## config.mk

```make
export PLATFORM = sky130hd
export DESIGN_NAME = pt_walker
export DESIGN_NICKNAME = d
export VERILOG_FILES = /design/src/rtl/pt_walker_pkg.sv /design/src/rtl/pt_entry_addr.sv /design/src/rtl/pt_perm_check.sv /design/src/rtl/pt_walker.sv
export SDC_FILE = /design/constraint.sdc
export NUM_CORES = 1
export LEC_CHECK = 0
export BUFFER_PORTS_ARGS = -buffer_cell sky130_fd_sc_hd__buf_2
export CAP_MARGIN = 25
export CORE_MARGIN = 5
export CORE_UTILIZATION = 35
export DETAILED_ROUTE_END_ITERATION = 10
export GPL_TIMING_DRIVEN = 0
export SETUP_SLACK_MARGIN = 0.15
export SYNTH_ARGS = -nofsm -noshare
export SYNTH_HDL_FRONTEND = slang
export SYNTH_SLANG_ARGS = --single-unit
```

## constraint.sdc

```tcl
create_clock -name clk -period 3.43 [get_ports clk]
set_clock_uncertainty 0.2 [all_clocks]
set_input_delay 0.686 -clock clk [delete_from_list [all_inputs] [get_ports clk]]
set_output_delay 0.686 -clock clk [all_outputs]
set_load 0.05 [all_outputs]
```

## src/rtl/pt_walker_pkg.sv

```systemverilog
package pt_walker_pkg;

  typedef enum logic [1:0] {
    FLT_NONE = 2'd0,
    FLT_PAGE = 2'd1,
    FLT_PROT = 2'd2
  } walk_fault_e;

  typedef enum logic [1:0] {
    S_IDLE,
    S_ISSUE,
    S_WAIT,
    S_DONE
  } walk_state_e;

  localparam int unsigned ENT_VALID = 0;
  localparam int unsigned ENT_READ  = 1;
  localparam int unsigned ENT_WRITE = 2;
  localparam int unsigned ENT_SUPER = 3;
  localparam int unsigned ENT_FLAGS = 4;

  // Permission rule for a leaf entry; returns 1 when the access must fault.
  function automatic logic perm_denied(input logic rd_ok, input logic wr_ok,
                                       input logic super_pg, input logic is_write,
                                       input logic is_user);
    return (is_user && super_pg) || (is_write && !wr_ok) || (!is_write && !rd_ok);
  endfunction

endpackage

```

## src/rtl/pt_entry_addr.sv

```systemverilog
module pt_entry_addr #(
  parameter int unsigned LEVELS = 2,
  parameter int unsigned IDX_W  = 10,
  parameter int unsigned OFF_W  = 12,
  parameter int unsigned PA_W   = 32,
  parameter int unsigned PTE_W  = 64
) (
  input  logic [LEVELS*IDX_W+OFF_W-1:0]          va,
  input  logic [((LEVELS>1)?$clog2(LEVELS):1)-1:0] level,
  input  logic [PA_W-1:0]                        table_base,
  output logic [PA_W-1:0]                        entry_addr
);
  localparam int unsigned ESZ_LOG2 = $clog2(PTE_W / 8);

  logic [IDX_W-1:0] field [LEVELS];
  logic [IDX_W-1:0] sel_field;

  // Level 0 takes the most significant index field.
  for (genvar g = 0; g < LEVELS; g++) begin : g_field
    assign field[g] = va[OFF_W + (LEVELS - 1 - g) * IDX_W +: IDX_W];
  end

  always_comb begin
    sel_field = '0;
    for (int l = 0; l < LEVELS; l++) begin
      if (int'(level) == l) sel_field = field[l];
    end
  end

  function automatic logic [PA_W-1:0] index_offset(input logic [IDX_W-1:0] idx);
    return PA_W'(idx) << ESZ_LOG2;
  endfunction

  assign entry_addr = table_base + index_offset(sel_field);

endmodule

```

## src/rtl/pt_perm_check.sv

```systemverilog
module pt_perm_check
  import pt_walker_pkg::*;
(
  input  logic entry_read,
  input  logic entry_write,
  input  logic entry_super,
  input  logic is_write,
  input  logic is_user,
  output logic violation
);
  logic deny_super;
  logic deny_write;
  logic deny_read;

  assign deny_super = is_user && entry_super;
  assign deny_write = is_write && !entry_write;
  assign deny_read  = !is_write && !entry_read;

  assign violation = perm_denied(entry_read, entry_write, entry_super, is_write, is_user)
                     && (deny_super || deny_write || deny_read);

endmodule

```

## src/rtl/pt_walker.sv

```systemverilog
module pt_walker
  import pt_walker_pkg::*;
#(
  parameter int unsigned LEVELS = 2,
  parameter int unsigned IDX_W  = 10,
  parameter int unsigned OFF_W  = 12,
  parameter int unsigned PA_W   = 32,
  parameter int unsigned PTE_W  = 64
) (
  input  logic                               clk,
  input  logic                               rst_n,
  input  logic                               req_valid,
  output logic                               req_ready,
  input  logic [LEVELS*IDX_W+OFF_W-1:0]      req_va,
  input  logic                               req_write,
  input  logic                               req_user,
  input  logic [PA_W-1:0]                    ptbr,
  output logic                               resp_valid,
  output logic [PA_W-1:0]                    resp_pa,
  output logic [1:0]                         resp_fault,
  output logic [$clog2(LEVELS+1)-1:0]        resp_level,
  output logic                               mem_req_valid,
  input  logic                               mem_req_ready,
  output logic [PA_W-1:0]                    mem_req_addr,
  input  logic                               mem_rsp_valid,
  input  logic [PTE_W-1:0]                   mem_rsp_data
);
  localparam int unsigned VA_W   = LEVELS * IDX_W + OFF_W;
  localparam int unsigned PPN_W  = PA_W - OFF_W;
  localparam int unsigned LVL_IW = (LEVELS > 1) ? $clog2(LEVELS) : 1;
  localparam int unsigned LVL_OW = $clog2(LEVELS + 1);

  walk_state_e         state_q;
  logic [VA_W-1:0]     va_q;
  logic                wr_q;
  logic                usr_q;
  logic [PA_W-1:0]     base_q;
  logic [LVL_IW-1:0]   lvl_q;
  logic [PA_W-1:0]     pa_q;
  walk_fault_e         fault_q;
  logic [LVL_OW-1:0]   level_q;

  // Named internal events
  logic              ev_accept;
  logic              ev_mem_fire;
  logic              ev_rsp_take;
  logic              ev_page_fault;
  logic              ev_descend;
  logic              ev_leaf;
  logic              ev_prot;
  logic              ent_valid;
  logic              at_leaf;
  logic              prot_bad;
  logic [PPN_W-1:0]  ent_frame;
  logic [LVL_OW-1:0] lvl_report;
  logic              unused_ent_bits;

  assign req_ready     = (state_q == S_IDLE);
  assign resp_valid    = (state_q == S_DONE);
  assign mem_req_valid = (state_q == S_ISSUE);

  assign ev_accept     = req_valid && req_ready;
  assign ev_mem_fire   = mem_req_valid && mem_req_ready;
  assign ev_rsp_take   = (state_q == S_WAIT) && mem_rsp_valid;
  assign ent_valid     = mem_rsp_data[ENT_VALID];
  assign at_leaf       = (lvl_q == LVL_IW'(LEVELS - 1));
  assign ent_frame     = mem_rsp_data[OFF_W +: PPN_W];
  assign ev_page_fault = ev_rsp_take && !ent_valid;
  assign ev_descend    = ev_rsp_take && ent_valid && !at_leaf;
  assign ev_leaf       = ev_rsp_take && ent_valid && at_leaf;
  assign ev_prot       = ev_leaf && prot_bad;
  assign lvl_report    = LVL_OW'(lvl_q) + LVL_OW'(1);
  assign unused_ent_bits = ^(mem_rsp_data >> PA_W) ^ ^mem_rsp_data[OFF_W-1:ENT_FLAGS];

  pt_entry_addr #(
    .LEVELS(LEVELS), .IDX_W(IDX_W), .OFF_W(OFF_W), .PA_W(PA_W), .PTE_W(PTE_W)
  ) u_addr (
    .va         (va_q),
    .level      (lvl_q),
    .table_base (base_q),
    .entry_addr (mem_req_addr)
  );

  pt_perm_check u_perm (
    .entry_read  (mem_rsp_data[ENT_READ]),
    .entry_write (mem_rsp_data[ENT_WRITE]),
    .entry_super (mem_rsp_data[ENT_SUPER]),
    .is_write    (wr_q),
    .is_user     (usr_q),
    .violation   (prot_bad)
  );

  function automatic logic [PA_W-1:0] frame_to_addr(input logic [PPN_W-1:0] fr,
                                                    input logic [OFF_W-1:0] off);
    return {fr, off};
  endfunction

  always_ff @(posedge clk or negedge rst_n) begin
    if (!rst_n) begin
      state_q <= S_IDLE;
      va_q    <= '0;
      wr_q    <= 1'b0;
      usr_q   <= 1'b0;
      base_q  <= '0;
      lvl_q   <= '0;
      pa_q    <= '0;
      fault_q <= FLT_NONE;
      level_q <= '0;
    end else begin
      unique case (state_q)
        S_IDLE: begin
          if (ev_accept) begin
            va_q    <= req_va;
            wr_q    <= req_write;
            usr_q   <= req_user;
            base_q  <= ptbr;
            lvl_q   <= '0;
            state_q <= S_ISSUE;
          end
        end
        S_ISSUE: begin
          if (ev_mem_fire) state_q <= S_WAIT;
        end
        S_WAIT: begin
          if (ev_page_fault) begin
            pa_q    <= '0;
            fault_q <= FLT_PAGE;
            level_q <= lvl_report;
            state_q <= S_DONE;
          end else if (ev_descend) begin
            base_q  <= frame_to_addr(ent_frame, '0);
            lvl_q   <= lvl_q + LVL_IW'(1);
            state_q <= S_ISSUE;
          end else if (ev_leaf) begin
            pa_q    <= ev_prot ? '0 : frame_to_addr(ent_frame, va_q[OFF_W-1:0]);
            fault_q <= ev_prot ? FLT_PROT : FLT_NONE;
            level_q <= lvl_report;
            state_q <= S_DONE;
          end
        end
        S_DONE: state_q <= S_IDLE;
        default: state_q <= S_IDLE;
      endcase
    end
  end

  assign resp_pa    = pa_q;
  assign resp_fault = fault_q;
  assign resp_level = level_q;

  // Assertions
  a_r2_closed_after_accept: assert property (@(posedge clk) disable iff (!rst_n)
    ev_accept |=> !req_ready);
  a_r2_closed_on_result: assert property (@(posedge clk) disable iff (!rst_n)
    resp_valid |-> !req_ready);
  a_r9_single_pulse: assert property (@(posedge clk) disable iff (!rst_n)
    resp_valid |=> !resp_valid);
  a_r8_hold_read: assert property (@(posedge clk) disable iff (!rst_n)
    (mem_req_valid && !mem_req_ready) |=> (mem_req_valid && $stable(mem_req_addr)));
  a_r8_one_outstanding: assert property (@(posedge clk) disable iff (!rst_n)
    ev_mem_fire |=> !mem_req_valid);
  a_r5_offset_kept: assert property (@(posedge clk) disable iff (!rst_n)
    (resp_valid && resp_fault == FLT_NONE) |-> resp_pa[OFF_W-1:0] == va_q[OFF_W-1:0]);
  a_r5_full_depth: assert property (@(posedge clk) disable iff (!rst_n)
    (resp_valid && resp_fault == FLT_NONE) |-> resp_level == LVL_OW'(LEVELS));
  a_r6_no_address_on_fault: assert property (@(posedge clk) disable iff (!rst_n)
    (resp_valid && resp_fault != FLT_NONE) |-> resp_pa == '0);
  a_r6_stop_after_invalid: assert property (@(posedge clk) disable iff (!rst_n)
    ev_page_fault |=> !mem_req_valid);
  a_r7_prot_at_leaf: assert property (@(posedge clk) disable iff (!rst_n)
    (resp_valid && resp_fault == FLT_PROT) |-> resp_level == LVL_OW'(LEVELS));
  a_r7_code_range: assert property (@(posedge clk) disable iff (!rst_n)
    resp_valid |-> resp_fault != 2'd3);
  a_r6_level_range: assert property (@(posedge clk) disable iff (!rst_n)
    resp_valid |-> (resp_level >= LVL_OW'(1) && resp_level <= LVL_OW'(LEVELS)));

endmodule

```

==> results.yml, run 1 <==
finish:
  syn_to_final_growth_pct: 54.4
  drive_gt1_share_pct: 55.4
  finalNetCount: 776
  final_util_pct: 55.4
  seqCellArea_sq_um: 2630
  fillers: 1202
  multi_input_area_sq_um: 3060
  finalInstanceArea_sq_um: 7750
place:
  port_buffers: 165
  dp.final_hpwl_microns: 10500
  preCtsSetupSlack_ps: -502
  gp_congestion: 0.831
  post_dp_cell_area_sq_um: 6590
yosys:
  seq_area_frac_synth_pct: 52.3
  syn_area_per_cell_sq_um: 11.9
  synth_top_cell_by_area: "dfrtp_1"
  synth.top_cell.area_share_pct: 52.3
  syn-num-nets: 567
  yosys_warnings: 0
  syn_area_sq_um: 5020
  synth_cell_type_count: 44
  synth_cells: 421
  synth_flop_cell: "dfrtp_1"
  synthArstFlopShare_pct: 100
  synth_edf_count: 0
  yosys-top-cells-area: "dfrtp_1, mux2_2, a22o_1, mux2i_1, xor2_1"
  synth.ff_latch_count: 105
status:
  status: "finished, violations left"
  violations: "setup timing"
floorplanning:
  core_area_sq_um: 14000
  die_area_sq_um: 16800
  dieHeight_microns: 130
  start_util_pct: 35.9
  placement_rows: 43
  ios: 206
  die_w_microns: 130
clock_network:
  htreeDepth: 3
  numCtsBuffers: 9
  clk_pin_slew_ps: 70
  clockRootBuffer: "clkbuf_16"
  postCtsHoldBufs: 0
  clock_sinks: 105
  cts_tree: "yes"
  cts_max_path_buffers: 2
  clk_latency_ps: 350
critical_path:
  reg2reg_depth: 8
  cpLargestDelayFamily: "compound AO/OA/AOI/OAI gates"
  cpPeakStageDelay_ps: 390
  startpoint_type: "flip-flop"
  crit_chain: "buf_8, clkbuf_16, mux2_4, fa_2, a21o_1, a221oi_4, o221a_4, buf_12, nand2b_4, xnor2_4, buf_6"
  r2r_start: "at_leaf"
  crit_required_ps: 2540
  reg2reg_slack_ps: 1340
  crit_path_top_delay_cell: "dfrtp_1"
  path_buf_inv: 4
  worstPathMaxFanout: 5
  cp-end-kind: "output pin"
  cp.arrival_ps: 3110
  critPathKind: "flip-flop to output pin"
  r2r-end: "base_q[27]"
drt:
  wl_microns: 14900
  firstDrtPassIters: 4
  dr.first_iter.drc_count: 148
  vias_per_cell: 5.02
  drc_errors: 0
  wire_per_inst_microns: 18.3
  num_vias: 4096
  ant_nets: 0
grt:
  grt.met3_usage_pct: 4.58
  gr-usage-all-layers_pct: 18.0
  grt_pass1_wl_microns: 23400
  use_met2_pct: 29.6
  grt_pass1_vias: 4396
  antenna_found_initial: 1
  met1_usage_pct: 23.6
  grt_max_degree: 55
  grt-ovfl-total: 0
  top_usage_layer: "met2"
job:
  cap_violations: 0
sta:
  final.min_clock_period_ps: 4000
  worstMarginPinSlew_ps: 709
  slew_violations: 0
  period_share_pct: 117
  slew_headroom_pct: 52.7
  hold_viol: 0
  rsz0062_at_grt: "yes"
  setup_violations: 25
  setup_slack_ps: -570
  fmax_mhz: 250
min_path:
  hp-class: "input pin to asynchronous set/reset pin"
per-stage QoR:
| stage | cells | setup TNS [ps] | hold WS (ps) |
|---|---|---|---|
| after detailed placement | 767 | -6720 | 280 |
| final | 816 | -10590 | 191 |
| after global routing | 815 | -13160 | 236 |
| after CTS | 805 | -11080 | 200 |
| after global placement | 766 | -6460 | 264 |
| after floorplan | 421 | -974 | 190 |
layer usage:
metal	vias up	wire length (microns)
li1	1928	-
met1	2036	6500
met2	113	7150
met3	17	1030
met4	2	218
met5	-	13
flip-flops by register name, summed over array words and instances (netlist names):
signal	count
at_leaf	1
base_q	32
resp_fault	2
resp_level	2
resp_pa	32
state_q	2
usr_q	1
va_q	32
wr_q	1
synth_stat cells (all sizes together), types with 2 or more instances:
master and instances:
buf 19, a21oi 13, nor3 2, nand2 30, xor2 19, and2 2
nand2b 2, dfrtp 105, nand3 6, or2 2, mux2i 23, a211oi 5
clkbuf 8, nor2b 2, mux2 44, inv 9, ha 10, nor3b 3
nor2 15, xnor2 8, o21ai 28, a21o 3, and3 2, nand4 4
a22o 45
area by class of cell:
cell class / instances / share of cell area [%]
plain buffers: 27 / 2.40
inverters: 9 / 0.436
diodes: 1 / 0.0323
well taps: 180 / 2.91
repair buffers: 197 / 17.2
clock inverters: 6 / 0.646
clock buffers: 10 / 3.08
multi-input cells: 281 / 39.4
flip-flops and latches: 105 / 33.9
layout by cell type (no fill, tap or decap), drive strengths merged, types with 11 or more instances in the layout:
| cell type | instances |
|---|---|
| inv | 11 |
| mux2i | 23 |
| buf | 216 |
| xor2 | 19 |
| a22o | 45 |
| nor2 | 15 |
| mux2 | 44 |
| nand2 | 30 |
| o21ai | 28 |
| a21oi | 14 |
| clkbuf | 18 |
| dfrtp | 105 |
kinds of logic (layout without fill, tap and decap cells):
kind of cell	after synthesis	after routing	share of synthesized area (%)
AND/OR/NAND/NOR	73	73	7.55
adder cells (fa/ha/maj)	11	11	2.89
flip-flops	105	105	52.3
other	0	1	0
multiplexers	67	67	14.4
buffers and inverters	36	249	3.44
AO/OA/AOI/OAI	102	103	14.6
XOR/XNOR	27	27	4.71
worst max path at each step:
| stage | start | end | slack (ps) | cells past startpoint |
|---|---|---|---|---|
| floorplan | at_leaf | mem_req_addr[19] | -80 | 10 |
| global placement | at_leaf | mem_req_addr[21] | -500 | 11 |
| detailed placement | at_leaf | mem_req_addr[21] | -500 | 11 |
| CTS | at_leaf | mem_req_addr[21] | -590 | 11 |
| global route | at_leaf | mem_req_addr[21] | -660 | 11 |
| finish | at_leaf | mem_req_addr[21] | -570 | 11 |
worst register-to-register path, cell delays in order (launching register included):
cell,delay (ps)
dfrtp_1,390
buf_8,130
buf_4,140
and3b_1,230
mux2i_1,70
or2_1,200
buf_2,160
clkbuf_1,240
o21ai_0,230
timing repair:
action,4_1_cts,5_1_grt
pin swaps,25,24
gates resized for setup,107,24
buffers inserted,19,10
cloned,3,0
endpoints found under the setup margin,26,26
Power of run 1 is not shown: default switching activity piles up to over one toggle a cycle in this logic, so the estimate is an artifact.
==> inputs of run 2 (changes only) <==
--- a/config.mk
+++ b/config.mk
@@ -11,6 +11,7 @@
 export CORE_UTILIZATION = 35
 export DETAILED_ROUTE_END_ITERATION = 10
 export GPL_TIMING_DRIVEN = 0
+export PLACE_DENSITY = 0.74
 export SETUP_SLACK_MARGIN = 0.15
 export SYNTH_ARGS = -nofsm -noshare
 export SYNTH_HDL_FRONTEND = slang
==> results.yml, run 2 (same netlist as run 1, synthesis figures left out) <==
drt:
  num_vias: 4118
  vias_per_cell: 5.08
  ant_nets: 0
  firstDrtPassIters: 4
  dr.first_iter.drc_count: 139
  wl_microns: 15000
  wire_per_inst_microns: 18.5
  drc_errors: 0
clock_network:
  clk_latency_ps: 350
  clockRootBuffer: "clkbuf_16"
  cts_max_path_buffers: 2
  htreeDepth: 3
  postCtsHoldBufs: 0
  numCtsBuffers: 9
  cts_tree: "yes"
  clock_sinks: 105
  clk_pin_slew_ps: 70
critical_path:
  worstPathMaxFanout: 5
  crit_required_ps: 2540
  startpoint_type: "flip-flop"
  cp.arrival_ps: 3120
  cp-end-kind: "output pin"
  critPathKind: "flip-flop to output pin"
place:
  post_dp_cell_area_sq_um: 6590
  gp_congestion: 0.772
  preCtsSetupSlack_ps: -522
  dp.final_hpwl_microns: 10800
  port_buffers: 165
finish:
  final_cell_mix: "buf_2, dfrtp_1, a22o_1"
  final_util_pct: 55.2
  drive_gt1_share_pct: 54.4
  antenna_cells: 0
  syn_to_final_growth_pct: 53.6
  fillers: 1216
  finalInstanceArea_sq_um: 7710
  final_common_cell: "buf_2"
  finalNetCount: 771
status:
  violations: "setup timing"
  status: "finished, violations left"
grt:
  grt_max_degree: 61
  grt_pass1_wl_microns: 23600
  gr-usage-all-layers_pct: 18.3
  grt-ovfl-total: 0
  antenna_found_initial: 1
  grt_pass1_vias: 4571
sta:
  hold_ws_ps: 157
  period_share_pct: 117
  setup_violations: 26
  setup_slack_ps: -576
  fmax_mhz: 250
  slew_violations: 0
  worstMarginPinSlew_ps: 642
  final.min_clock_period_ps: 4010
  hold_viol: 0
  slew_headroom_pct: 57.2
  rsz0062_at_grt: "yes"
min_path:
  hp-class: "input pin to asynchronous set/reset pin"
floorplanning:
  core_area_sq_um: 14000
  start_util_pct: 35.9
  placement_rows: 43
  dieHeight_microns: 130
  die_w_microns: 130
  die_area_sq_um: 16800
  ios: 206
job:
  cap_violations: 0
==> run 2: routing by layer <==
| layer | share of wire, % | GRT usage, % | up-vias |
|---|---|---|---|
| li1 | - | - | 1919 |
| met5 | 0.087 | 0 | - |
| met4 | 2.1 | 6.78 | 2 |
| met3 | 5.7 | 4.50 | 29 |
| met1 | 42 | 22.3 | 2029 |
| met2 | 50 | 31.3 | 139 |
==> run 2: area by class of cell <==
| cell class | instances | area (sq um) | share of cell area, % |
|---|---|---|---|
| repair buffers | 192 | 1280 | 16.6 |
| flip-flops and latches | 105 | 2630 | 34.1 |
| clock buffers | 12 | 256 | 3.32 |
| plain buffers | 27 | 186 | 2.42 |
| multi-input cells | 281 | 3050 | 39.6 |
| clock inverters | 4 | 51.3 | 0.665 |
| well taps | 180 | 225 | 2.92 |
| inverters | 9 | 33.8 | 0.438 |
==> run 2: final timing paths <==
| path | end | slack (ps) | from | cells after the start |
|---|---|---|---|---|
| max in group asynchronous | base_q[8] | 2150 | rst_n | 2 |
| min | resp_pa[21] | 160 | rst_n | 1 |
| min reg2reg | resp_fault[0] | 280 | resp_fault[0] | 1 |
| max reg2reg | base_q[31] | 1300 | at_leaf | 8 |
| min in group clk | resp_fault[0] | 280 | resp_fault[0] | 1 |
| max | mem_req_addr[21] | -580 | at_leaf | 11 |
==> run 2: repair_timing <==
item / 4_1_cts / 5_1_grt
pin swaps: 36 / 20
gates cloned: 3 / 0
endpoints found under the setup margin: 26 / 26
buffers inserted: 18 / 6
resized for setup: 105 / 15
==> run 2: critical path: stages, from the launching register on <==
cell	delay, ps
dfrtp_1	390
buf_8	140
buf_8	130
mux2_4	310
fa_2	370
a21o_1	210
a221oi_4	330
o221a_4	300
buf_12	150
nand2b_4	150
xnor2_4	110
buf_6	180
==> run 2: per-stage QoR <==
| step | cells | setup TNS, ps |
|---|---|---|
| after floorplan | 421 | -974 |
| after global placement | 766 | -6710 |
| after detailed placement | 767 | -7330 |
| after CTS | 804 | -11440 |
| after global routing | 810 | -13980 |
| final | 810 | -10720 |
Power of run 2 is left out for the same reason.
==> inputs of run 3 (changes only) <==
--- a/config.mk
+++ b/config.mk
@@ -10,7 +10,7 @@
 export CORE_MARGIN = 5
 export CORE_UTILIZATION = 35
 export DETAILED_ROUTE_END_ITERATION = 10
-export GPL_TIMING_DRIVEN = 0
+export GPL_TIMING_DRIVEN = 1
 export PLACE_DENSITY = 0.74
 export SETUP_SLACK_MARGIN = 0.15
 export SYNTH_ARGS = -nofsm -noshare
==> results.yml, run 3 (same netlist as run 1, synthesis figures left out) <==
status:
  status: "finished, violations left"
  violations: "setup timing"
critical_path:
  worstPathMaxFanout: 5
  r2r_start: "at_leaf"
  startpoint_type: "flip-flop"
  crit_required_ps: 2540
  reg2reg_slack_ps: 1170
  cp.arrival_ps: 3120
  cp-end-kind: "output pin"
  critPathKind: "flip-flop to output pin"
  crit_start: "at_leaf"
sta:
  setup_slack_ps: -572
  fmax_mhz: 250
  slew_headroom_pct: 38.3
  final.min_clock_period_ps: 4000
  period_share_pct: 117
  hold_viol: 0
  worstMarginPinSlew_ps: 926
  slew_violations: 0
  setup_violations: 23
  rsz0062_at_grt: "yes"
finish:
  fillers: 1194
  final_util_pct: 54.6
  multi_input_area_sq_um: 2970
  syn_to_final_growth_pct: 52.1
  final_common_cell: "buf_2"
  drive_gt1_share_pct: 55.4
  seqCellArea_sq_um: 2630
  antenna_cells: 0
  stdcell_count: 803
  finalNetCount: 764
  final_cell_mix: "buf_2, dfrtp_1, a22o_1"
place:
  gp_congestion: 0.753
  port_buffers: 165
  dp.final_hpwl_microns: 10200
  dpl.cell_count: 771
clock_network:
  clk_latency_ps: 350
  clockRootBuffer: "clkbuf_16"
  clk_pin_slew_ps: 70
  clock_sinks: 105
  htreeDepth: 3
  cts_tree: "yes"
  numCtsBuffers: 9
  postCtsHoldBufs: 0
  cts_max_path_buffers: 2
grt:
  grt_max_degree: 58
  grt_pass1_vias: 4434
  gr-usage-all-layers_pct: 17.5
  antenna_found_initial: 1
  grt_pass1_wl_microns: 23100
  grt-ovfl-total: 0
drt:
  vias_per_cell: 5.09
  drc_errors: 0
  ant_nets: 0
  num_vias: 4089
  wl_microns: 14300
  dr.first_iter.drc_count: 234
  wire_per_inst_microns: 17.8
  firstDrtPassIters: 4
floorplanning:
  core_area_sq_um: 14000
  ios: 206
  dieHeight_microns: 130
  die_w_microns: 130
  placement_rows: 43
  die_area_sq_um: 16800
  start_util_pct: 35.9
job:
  cap_violations: 0
min_path:
  hp-class: "input pin to asynchronous set/reset pin"
[run 3: cell type report]
cell class,count,share of cell area (%)
multi-input cells,281,38.9
inverters,9,0.442
clock inverters,6,0.950
well taps,180,2.95
clock buffers,10,3.13
flip-flops and latches,105,34.4
repair buffers,212,19.3
[run 3: worst max-delay path: stages (launching register included)]
cell	delay [ps]
dfrtp_2	440
buf_6	160
mux2_2	340
ha_1	310
and3_1	230
a221oi_4	100
o221a_4	340
buf_12	150
buf_6	120
nor3b_4	250
xor2_4	160
buf_6	170
[run 3: final timing paths]
path | end | cells after the start
max | mem_req_addr[19] | 11
min | resp_pa[22] | 1
max reg2reg | base_q[25] | 5
min reg2reg | resp_fault[0] | 1
max in group asynchronous | at_leaf | 2
min in group clk | resp_fault[0] | 1
[run 3: layer usage]
metal	global-route usage (%)	part of all wire, %	vias to the layer above
met5	0	0.14	-
li1	-	-	1912
met4	4.65	1.1	2
met3	3.56	5.4	16
met1	21.6	41	2055
met2	31.1	52	104
[run 3: timing repair]
item / CTS / global route
pin swaps: 14 / 28
buffers inserted: 1 / 12
gates resized for setup: 83 / 25
endpoints found under the setup margin: 26 / 26
gates cloned: 3 / 0
[run 3: metrics by stage]
step                      area (sq um)  setup slack, ps  TNS [ps]  hold slack [ps]
final                             7640             -572     -9970              197
after global routing              7640             -687    -12410              257
after CTS                         7390             -598    -10720              230
after detailed placement          6700             -414     -5840              278
after global placement            6700             -362     -5000              259
after floorplan                   5510            -82.8      -974              190
Power of run 3 is left out for the same reason.
